$ cat src/rtl/cfg_loader_pkg.sv
package cfg_loader_pkg;

  typedef enum logic [2:0] {
    LD_IDLE  = 3'd0,
    LD_FETCH = 3'd1,
    LD_LOAD  = 3'd2,
    LD_SHIFT = 3'd3,
    LD_DONE  = 3'd4
  } ld_state_t;

  localparam int unsigned BITS_PER_BYTE = 8;
  localparam int unsigned SETUP_CYCLES  = 3;

  // edges from reset release to the edge that sets done
  function automatic int unsigned load_cycles(input int unsigned nbytes);
    return SETUP_CYCLES + nbytes * BITS_PER_BYTE;
  endfunction

  // position of configuration byte b, bit j, in the option vector
  function automatic int unsigned opt_bit_pos(input int unsigned b, input int unsigned j);
    return b * BITS_PER_BYTE + j;
  endfunction

  // a pull-down survives only where no pull-up is requested
  function automatic logic pull_down_keep(input logic up, input logic dn);
    return dn & ~up;
  endfunction

endpackage

$ cat src/rtl/cfg_fetch_ctrl.sv
module cfg_fetch_ctrl
  import cfg_loader_pkg::*;
#(
  parameter int unsigned NBYTES = 64,
  localparam int unsigned AW    = $clog2(NBYTES)
) (
  input  logic          clk,
  input  logic          rst_n,
  input  logic          hold,
  output logic          mem_rd_en,
  output logic [AW-1:0] mem_addr,
  output logic          load_byte,
  output logic          shift_en,
  output logic [2:0]    bit_sel,
  output logic          done_q,
  output logic          last_shift
);

  localparam logic [AW-1:0] LAST_BYTE = AW'(NBYTES - 1);

  ld_state_t     state;
  logic [AW-1:0] byte_cnt;
  logic [2:0]    bit_cnt;
  logic          fetch_start;
  logic          mid_read;
  logic          byte_end;

  always_ff @(posedge clk or negedge rst_n) begin
    if (!rst_n) begin
      state    <= LD_IDLE;
      byte_cnt <= '0;
      bit_cnt  <= '0;
      done_q   <= 1'b0;
    end else if (hold) begin
      state    <= LD_IDLE;
      byte_cnt <= '0;
      bit_cnt  <= '0;
      done_q   <= 1'b0;
    end else begin
      unique case (state)
        LD_IDLE:  state <= LD_FETCH;
        LD_FETCH: state <= LD_LOAD;
        LD_LOAD: begin
          state    <= LD_SHIFT;
          bit_cnt  <= '0;
          byte_cnt <= '0;
        end
        LD_SHIFT: begin
          bit_cnt <= bit_cnt + 3'd1;
          if (last_shift) begin
            state  <= LD_DONE;
            done_q <= 1'b1;
          end else if (byte_end) begin
            byte_cnt <= byte_cnt + AW'(1);
          end
        end
        default: state <= LD_DONE;
      endcase
    end
  end

  assign fetch_start = (state == LD_FETCH);
  assign byte_end    = (state == LD_SHIFT) && (bit_cnt == 3'd7);
  assign last_shift  = byte_end && (byte_cnt == LAST_BYTE);
  assign mid_read    = (state == LD_SHIFT) && (bit_cnt == 3'd6) && (byte_cnt != LAST_BYTE);

  assign mem_rd_en = fetch_start | mid_read;
  assign mem_addr  = fetch_start ? '0 : byte_cnt + AW'(1);
  assign load_byte = (state == LD_LOAD) | (byte_end && !last_shift);
  assign shift_en  = (state == LD_SHIFT);
  assign bit_sel   = bit_cnt;

  assert_hold_blocks_read_R1: assert property (@(posedge clk) disable iff (!rst_n)
    hold |=> !mem_rd_en);

  assert_last_shift_sets_done_R3: assert property (@(posedge clk) disable iff (!rst_n)
    (last_shift && !hold) |=> done_q);

  assert_hold_clears_done_R8: assert property (@(posedge clk) disable iff (!rst_n)
    hold |=> !done_q);

endmodule

$ cat src/rtl/cfg_shift_reg.sv
module cfg_shift_reg #(
  parameter int unsigned OPT_W = 512
) (
  input  logic             clk,
  input  logic             rst_n,
  input  logic             clear,
  input  logic             load_byte,
  input  logic [7:0]       rd_data,
  input  logic             shift_en,
  input  logic [2:0]       bit_sel,
  output logic [OPT_W-1:0] sreg
);

  logic [7:0] byte_buf;
  logic       serial_bit;

  assign serial_bit = byte_buf[bit_sel];

  always_ff @(posedge clk or negedge rst_n) begin
    if (!rst_n) begin
      byte_buf <= '0;
      sreg     <= '0;
    end else if (clear) begin
      byte_buf <= '0;
      sreg     <= '0;
    end else begin
      if (load_byte) byte_buf <= rd_data;
      if (shift_en)  sreg     <= {serial_bit, sreg[OPT_W-1:1]};
    end
  end

  assert_clear_empties_reg_R8: assert property (@(posedge clk) disable iff (!rst_n)
    clear |=> (sreg == '0));

endmodule

$ cat src/rtl/cfg_opt_decode.sv
module cfg_opt_decode
  import cfg_loader_pkg::*;
#(
  parameter int unsigned OPT_W   = 512,
  parameter int unsigned NPIN    = 16,
  parameter int unsigned PU_BYTE = 2,
  parameter int unsigned PD_BYTE = 4
) (
  input  logic             done_q,
  input  logic             hold,
  input  logic [OPT_W-1:0] sreg,
  output logic [OPT_W-1:0] cfg_opts,
  output logic             cfg_done,
  output logic             io_force_input,
  output logic             opt_wdt_hardlock,
  output logic             opt_osc2_clk,
  output logic             opt_clkmon_rst,
  output logic [NPIN-1:0]  pull_up_en,
  output logic [NPIN-1:0]  pull_dn_en
);

  logic live;

  assign live           = done_q & ~hold;
  assign cfg_done       = live;
  assign io_force_input = ~live;
  assign cfg_opts       = live ? sreg : '0;

  assign opt_wdt_hardlock = cfg_opts[opt_bit_pos(0, 0)];
  assign opt_osc2_clk     = cfg_opts[opt_bit_pos(0, 1)];
  assign opt_clkmon_rst   = cfg_opts[opt_bit_pos(0, 2)];

  for (genvar p = 0; p < NPIN; p++) begin : g_pin
    logic up_raw, dn_raw;
    assign up_raw        = cfg_opts[opt_bit_pos(PU_BYTE, p)];
    assign dn_raw        = cfg_opts[opt_bit_pos(PD_BYTE, p)];
    assign pull_up_en[p] = up_raw;
    assign pull_dn_en[p] = pull_down_keep(up_raw, dn_raw);
  end

  always_comb begin
    assert_pull_exclusive_R7: assert ((pull_up_en & pull_dn_en) == '0);
  end

endmodule

$ cat src/rtl/cfg_loader.sv
module cfg_loader
  import cfg_loader_pkg::*;
#(
  parameter int unsigned NBYTES  = 64,
  parameter int unsigned NPIN    = 16,
  parameter int unsigned PU_BYTE = 2,
  parameter int unsigned PD_BYTE = 4,
  localparam int unsigned AW     = $clog2(NBYTES),
  localparam int unsigned OPT_W  = NBYTES * BITS_PER_BYTE
) (
  input  logic             clk,
  input  logic             rst_n,
  input  logic             bor_req,
  output logic             mem_rd_en,
  output logic [AW-1:0]    mem_addr,
  input  logic [7:0]       mem_rd_data,
  output logic [OPT_W-1:0] cfg_opts,
  output logic             cfg_done,
  output logic             opt_wdt_hardlock,
  output logic             opt_osc2_clk,
  output logic             opt_clkmon_rst,
  output logic             io_force_input,
  output logic [NPIN-1:0]  pull_up_en,
  output logic [NPIN-1:0]  pull_dn_en
);

  localparam int unsigned LOAD_CYC = load_cycles(NBYTES);
  localparam int unsigned CW       = $clog2(LOAD_CYC + 2);

  logic             load_byte;
  logic             shift_en;
  logic [2:0]       bit_sel;
  logic             done_q;
  logic             last_shift;
  logic [OPT_W-1:0] sreg;

  cfg_fetch_ctrl #(.NBYTES(NBYTES)) u_fetch (
    .clk        (clk),
    .rst_n      (rst_n),
    .hold       (bor_req),
    .mem_rd_en  (mem_rd_en),
    .mem_addr   (mem_addr),
    .load_byte  (load_byte),
    .shift_en   (shift_en),
    .bit_sel    (bit_sel),
    .done_q     (done_q),
    .last_shift (last_shift)
  );

  cfg_shift_reg #(.OPT_W(OPT_W)) u_shift (
    .clk       (clk),
    .rst_n     (rst_n),
    .clear     (bor_req),
    .load_byte (load_byte),
    .rd_data   (mem_rd_data),
    .shift_en  (shift_en),
    .bit_sel   (bit_sel),
    .sreg      (sreg)
  );

  cfg_opt_decode #(
    .OPT_W   (OPT_W),
    .NPIN    (NPIN),
    .PU_BYTE (PU_BYTE),
    .PD_BYTE (PD_BYTE)
  ) u_decode (
    .done_q           (done_q),
    .hold             (bor_req),
    .sreg             (sreg),
    .cfg_opts         (cfg_opts),
    .cfg_done         (cfg_done),
    .io_force_input   (io_force_input),
    .opt_wdt_hardlock (opt_wdt_hardlock),
    .opt_osc2_clk     (opt_osc2_clk),
    .opt_clkmon_rst   (opt_clkmon_rst),
    .pull_up_en       (pull_up_en),
    .pull_dn_en       (pull_dn_en)
  );

  // checker state: reads and cycles since the last reset
  logic [AW:0]   rd_count;
  logic [CW-1:0] cyc_count;

  always_ff @(posedge clk or negedge rst_n) begin
    if (!rst_n) begin
      rd_count  <= '0;
      cyc_count <= '0;
    end else if (bor_req) begin
      rd_count  <= '0;
      cyc_count <= '0;
    end else begin
      if (mem_rd_en) rd_count <= rd_count + (AW+1)'(1);
      if (!done_q)   cyc_count <= cyc_count + CW'(1);
    end
  end

  assert_addr_ascending_R2: assert property (@(posedge clk) disable iff (!rst_n)
    (mem_rd_en && !bor_req) |-> (mem_addr == rd_count[AW-1:0]));

  assert_read_total_R2: assert property (@(posedge clk) disable iff (!rst_n)
    cfg_done |-> (rd_count == (AW+1)'(NBYTES)));

  assert_done_timing_R3: assert property (@(posedge clk) disable iff (!rst_n)
    $rose(done_q) |-> (cyc_count == CW'(LOAD_CYC)));

  assert_opts_quiet_shift_R5: assert property (@(posedge clk) disable iff (!rst_n)
    shift_en |-> (cfg_opts == '0 && io_force_input));

  assert_no_read_after_done_R10: assert property (@(posedge clk) disable iff (!rst_n)
    cfg_done |-> !mem_rd_en);

endmodule

$ cat config.mk
export PLATFORM = sky130hd
export DESIGN_NAME = cfg_loader
export DESIGN_NICKNAME = d
export VERILOG_FILES = /design/src/rtl/cfg_loader_pkg.sv /design/src/rtl/cfg_fetch_ctrl.sv /design/src/rtl/cfg_shift_reg.sv /design/src/rtl/cfg_opt_decode.sv /design/src/rtl/cfg_loader.sv
export SDC_FILE = /design/constraint.sdc
export NUM_CORES = 1
export LEC_CHECK = 0
export BUFFER_PORTS_ARGS = -buffer_cell sky130_fd_sc_hd__buf_2
export CAP_MARGIN = 20
export CORE_MARGIN = 4
export CORE_UTILIZATION = 56
export DETAILED_ROUTE_END_ITERATION = 7
export PLACE_DENSITY_LB_ADDON = 0.3
export SLEW_MARGIN = 25
export SYNTH_ARGS = -nofsm -noshare
export SYNTH_HDL_FRONTEND = slang
export SYNTH_HIERARCHICAL = 1
export SYNTH_SLANG_ARGS = --single-unit
$ cat constraint.sdc
create_clock -name clk -period 2.1 [get_ports clk]
set_clock_uncertainty 0.05 [all_clocks]
set_input_delay 0 -clock clk [delete_from_list [all_inputs] [get_ports clk]]
set_output_delay 0 -clock clk [all_outputs]
set_load 0.005 [all_outputs]
Yosys cells after proc, flatten, opt, wreduce, memory -nomap -nowiden
Index checks and enable logic that the tools add are counted.
Operators by class
  $lt $le $gt $ge: 1
  bitwise operators: 37
  muxes and demuxes: 20
  reductions and logical operators: 13
  $add $sub $neg: 2
  eq/ne operators: 10
Operators by type and width (number)
  2-to-1 mux 512 bit: 3
  2-to-1 mux 6 bit: 4
  NOT 1 bit: 18
  AND 1 bit: 17
  2-to-1 mux 8 bit: 2
  case mux 3 bit (4 select lines): 1
  case mux 6 bit (2 select lines): 1
  2-to-1 mux 3 bit: 3
  adder 6 x 1 -> 6 bit (second input constant): 1
  equality test 3 x 2 -> 1 bit (second input constant): 2
  equality test 3 bit (second input constant): 2
  equality test 6 bit (second input constant): 1
  != test 3 x 2 -> 1 bit (second input constant): 2
  != test 6 bit (second input constant): 1
  case mux 3 bit (2 select lines): 1
  nonzero test 2 bit: 3
  logical AND 1 bit: 5
  less-than comparator 3 x 4 -> 1 bit (second input constant): 1
  2-to-1 mux 1 bit: 4
  adder 3 x 1 -> 3 bit (second input constant): 1
  binary-select mux 1 bit (select 3 bit): 1
  equality test 3 x 1 -> 1 bit (second input constant): 1
  logical NOT 3 bit: 1
  != test 3 bit (second input constant): 1
  5 further kinds: 6
Word-level totals
  logic and storage cells: 89
  output and inout bits: 556
  register bits after elaboration: 533

Depth between registers and ports, before layout
  depth in word-level cells: 8
  mapped depth: 8
  mapped depth without buffers: 7

Hierarchy
The synthesis kept the hierarchy.
Modules (own cells, without submodules)
  cfg_shift_reg: cells each 1684, instances 1, area an instance 20836.2 sq um
  cfg_opt_decode: cells each 666, instances 1, area an instance 5376.4 sq um
  cfg_fetch_ctrl: cells each 84, instances 1, area an instance 779.5 sq um

Least setup slack after synthesis
Ideal clock, no wire load.
  path kind: flip-flop to flip-flop
  start point: register u_fetch.bit_cnt[0], in the netlist u_fetch/bit_sel[0]
  end point: register u_shift.byte_buf[3]
  required time: 1.918 ns
  buffers on the path: 1
  stages on the path, launching flop included: 9
  data arrival time: 1.622 ns
  path slack: 0.296 ns
  cell sequence: dfrtp_1 > ha_1 > ha_1 > o21ai_1 > nand2_1 > and3_1 > buf_2 > mux2i_1 > nor2_1
Between the ends
  cells in the longest elaborated chain, start to end: 7
Ends and longest elaborated chain
  from (decl): RTL line cfg_fetch_ctrl.sv:23  | logic [2:0] bit_cnt;
  from (signal assigned): RTL line cfg_fetch_ctrl.sv:49  | bit_cnt <= bit_cnt + 3'd1;
  equality test 3 bit (*): RTL line cfg_fetch_ctrl.sv:63  | assign byte_end = (state == LD_SHIFT) && (bit_cnt == 3'd7);
  logical AND 1 bit (*): RTL line cfg_fetch_ctrl.sv:63
  logical AND 1 bit: RTL line cfg_fetch_ctrl.sv:64  | assign last_shift = byte_end && (byte_cnt == LAST_BYTE);
  logical NOT 1 bit: RTL line cfg_fetch_ctrl.sv:69  | assign load_byte = (state == LD_LOAD) | (byte_end && !last_shift);
  logical AND 1 bit (*): RTL line cfg_fetch_ctrl.sv:69
  bitwise OR 1 bit (*): RTL line cfg_fetch_ctrl.sv:69
  net load_byte: RTL line cfg_loader.sv:30  | logic load_byte;
  nonzero test 2 bit (no line) (*)
  to (signal assigned): RTL line cfg_shift_reg.sv:27  | if (load_byte) byte_buf <= rd_data;
  to (decl): RTL line cfg_shift_reg.sv:14  | logic [7:0] byte_buf;
Mark *: on every way through the listed nets, which the timed path passes. The rest lies on a longest branch.
A chain may end at the register's enable or synchronous reset.

Worst setup path after layout
  start point: register u_fetch.done_q
  end point: output port cfg_opts[137]
Between the ends
  cells in the longest elaborated chain, start to end: 2
Ends and longest elaborated chain
  from (decl): RTL line cfg_fetch_ctrl.sv:15  | output logic done_q,
  from (signal assigned): RTL line cfg_fetch_ctrl.sv:33  | done_q <= 1'b0;
  from (signal assigned): RTL line cfg_fetch_ctrl.sv:38  | done_q <= 1'b0;
  from (signal assigned): RTL line cfg_fetch_ctrl.sv:52  | done_q <= 1'b1;
  AND 1 bit: RTL line cfg_opt_decode.sv:24  | assign live = done_q & ~hold;
  2-to-1 mux 512 bit: RTL line cfg_opt_decode.sv:27  | assign cfg_opts = live ? sreg : '0;
  to (decl): RTL line cfg_loader.sv:17  | output logic [OPT_W-1:0] cfg_opts,
Every way passes these cells.

==> results.env <==
POWER.IR.VDD_WORST_uV=574
OUTCOME='completed'
CTS.CLK_SLEW.WORST_PATHS_NS=0.06
MAX_CAP_VIOL_COUNT=0
CRIT_PATH_CELLS='buf_12 -> buf_12 -> and3b_1 -> buf_2'
TOTAL_POWER_DENSITY_PER_CELL_AREA_nW_PER_UM2=685
ROUTABILITYCONGESTION=0.881
POSTSYNTHCELLCOUNT=2433
CRIT_REQUIRED_NS=2.05
WORSTSETUPSTARTPOINTTYPE='flip-flop'
DIE_X_UM=228
SYN-CELL-AREA_SQ_UM=27000
DETAIL_ROUTED_VIA_COUNT_PER_CELL=5.62
POST-ROUTE-CELL-AREA_SQ_UM=32800
TIMING.CRITICAL_PATH.SLOWEST_STAGE_CELL='dfrtp_4'
TIMING.CRITICAL_PATH.TO_TYPE='primary output'
RSZ_0062_RAISED_AFTER_GLOBAL_ROUTING='no'
WORSTSETUPSTARTPOINT='u_fetch/done_q'
GRT_PASS1_WL_UM=111000
TIMING.RR.START='u_fetch/state[0]'
SETUP_VIOL_COUNT_FINAL=0
SYN-MEAN-INSTANCE-AREA_SQ_UM=11.1
INITIAL_ANTENNA_VIOLATION_COUNT=3
MAXCLOCKFREQUENCY_GHz=0.497
COUNT_OF_TRITONROUTE_ITERATIONS_IN_THE_FIRST_ROUTING_PASS=5
TIGHTESTPINTRANSITION_NS=0.659
DRT_ITER0_DRC=1461
TIMING_HOLD_VIOLATIONS_FINAL=0
MIN-DELAY-START='mem_rd_data[7]'
NNETSFINAL=2930
TOTALNEGATIVESETUPSLACK_NS=0
IO-PIN-COUNT=567
DIEAREA_SQ_UM=51800
LAYOUT-AREA-OVERHEAD-VS-SYNTH_PCT=21.7
MOSTFREQUENTLAYOUTCELL='buf_2'
FP.DIEH_UM=228
GRT_PASS1_VIAS=19900
TIMING.CRITICAL_PATH.FANOUT_MAX=90
CLOCK_TREE.HTREE_LEVEL_COUNT=2
ANT_NETS=0
MAX_STAGE_DELAY_NS=0.46
GRT_START_MAX_NET_PINS=118
FINALWIRELENGTH_UM=71700
FIN_UTIL=0.689
GROUTE.USAGE.OVERALL=0.266
PLACED_AREA_SQ_UM=30600
GLOBALROUTE.TOTALOVERFLOW=0
CP_DATA_ARRIVAL_TIME_NS=1.96
MAX-SLEW-MARGIN-REL=0.560
DRCVIOLATIONCOUNT=0
COREAREA_SQ_UM=47600
NUMBER_OF_BUFFERS_CREATED_BY_CTS=56
TIMING_MAX_TRANSITION_VIOLATIONS_FINAL=0
HPWLAFTERDP_UM=48800
CTS_MAX_PATH_BUFFERS=3
P_LEAK_nW=18.2
FINAL_MIN_PERIOD_OVER_CLOCK_PERIOD=0.958
SYNTH.YOSYS.WARNINGS=6
WORST_PATH_MOST_REPEATED_CELL='buf_12'
ROW_CNT=80
WL_PER_CELL_UM=20.0
CLOCK_TREE_FROM_TRITONCTS='done'
FINAL.MIN_CLOCK_PERIOD_NS=2.01
CLOCK_LATENCY_NS=0.60
ROOT_BUFFER='clkbuf_16'
MOST-COMMON-LAYOUT-CELLS='buf_2, dfrtp_1, nor2_1, mux2i_1, and3b_1'
PLACEMENT.IO_BUFFERS=566
ROUTED-VIA-COUNT=20100
CTS_NUM_SINKS=533
TIMING.SETUP.CRITICAL_PATH_CLASS='reg -> out'
SYNTH_NETS=2448
POST_ROUTE_CELLS_DRIVE_ABOVE_1_SHARE=0.260
HOLD_PATH.CLASS='in -> reg'
FLOORPLAN.INITIALDENSITY=0.566
FILLCELLCOUNT=3439
## power breakdown
group,switching [mW],internal [mW],total [mW]
combinational,0.821,0.548,1.37
sequential,0.00913,10.3,10.3
clock,4.15,6.70,10.8
total,4.98,17.5,22.5
## layer usage
metal,GRT usage,part of all wire,vias up
met5,0,0,-
met4,0.0878,0.032,0
met3,0.0454,0.059,145
met2,0.435,0.49,655
met1,0.366,0.42,9996
li1,-,-,9312
## registers in the layout (all words and copies together), names as in the netlist
name / count
u_shift/byte_buf: 8
u_shift/sreg: 512
u_fetch/bit_sel: 3
u_fetch/byte_cnt: 6
u_fetch/state: 3
u_fetch/done_q: 1
## worst max-delay path, delay by kind of cell, from the launching register on
family / cells / cell delay [ns]
buf+inv: 3 / 0.57
flops: 1 / 0.46
simple gates: 1 / 0.27
## metrics by stage
stage,total power [mW],worst slack (ns),std cells,hold slack [ns]
after floorplan,11.3,0.296,2433,-0.346
after global placement,11.8,0.222,3455,-0.0388
after detailed placement,11.8,0.120,3455,-0.0356
after CTS,22.7,0.0184,3577,0.156
after global routing,23.2,0.00746,3580,0.197
final,22.5,0.0875,3580,0.165
## path summary, 6_finish.rpt
kind	slack [ns]	cells after the start	endpoint
max reg2reg	0.12	7	u_shift/sreg[464]
max in group asynchronous	0.68	5	u_shift/sreg[124]
min	0.16	4	u_shift/byte_buf[7]
min in group asynchronous	0.45	3	u_shift/sreg[409]
min reg2reg	0.48	2	u_shift/byte_buf[6]
max	0.09	4	cfg_opts[137]
## area by class of cell
type | count | area, sq um | share of cell area
antenna | 3 | 7.51 | 0.000229
clock buffer | 82 | 1660 | 0.0506
clock inverter | 23 | 378 | 0.0115
inverter | 5 | 18.8 | 0.000571
multi-input combinational | 1642 | 12300 | 0.375
sequential | 533 | 13300 | 0.406
tap | 615 | 769 | 0.0234
timing repair buffer | 677 | 4350 | 0.132
## what timing repair did
item,4_1_cts,5_1_grt
pin swaps,1,0
endpoints found under the setup margin,402,40
hold buffers,11,0
resized for setup,0,6
gates cloned,1,0
buffers inserted,5,0
endpoints found under the hold margin,445,0
Power figures use the tool's default switching activity.
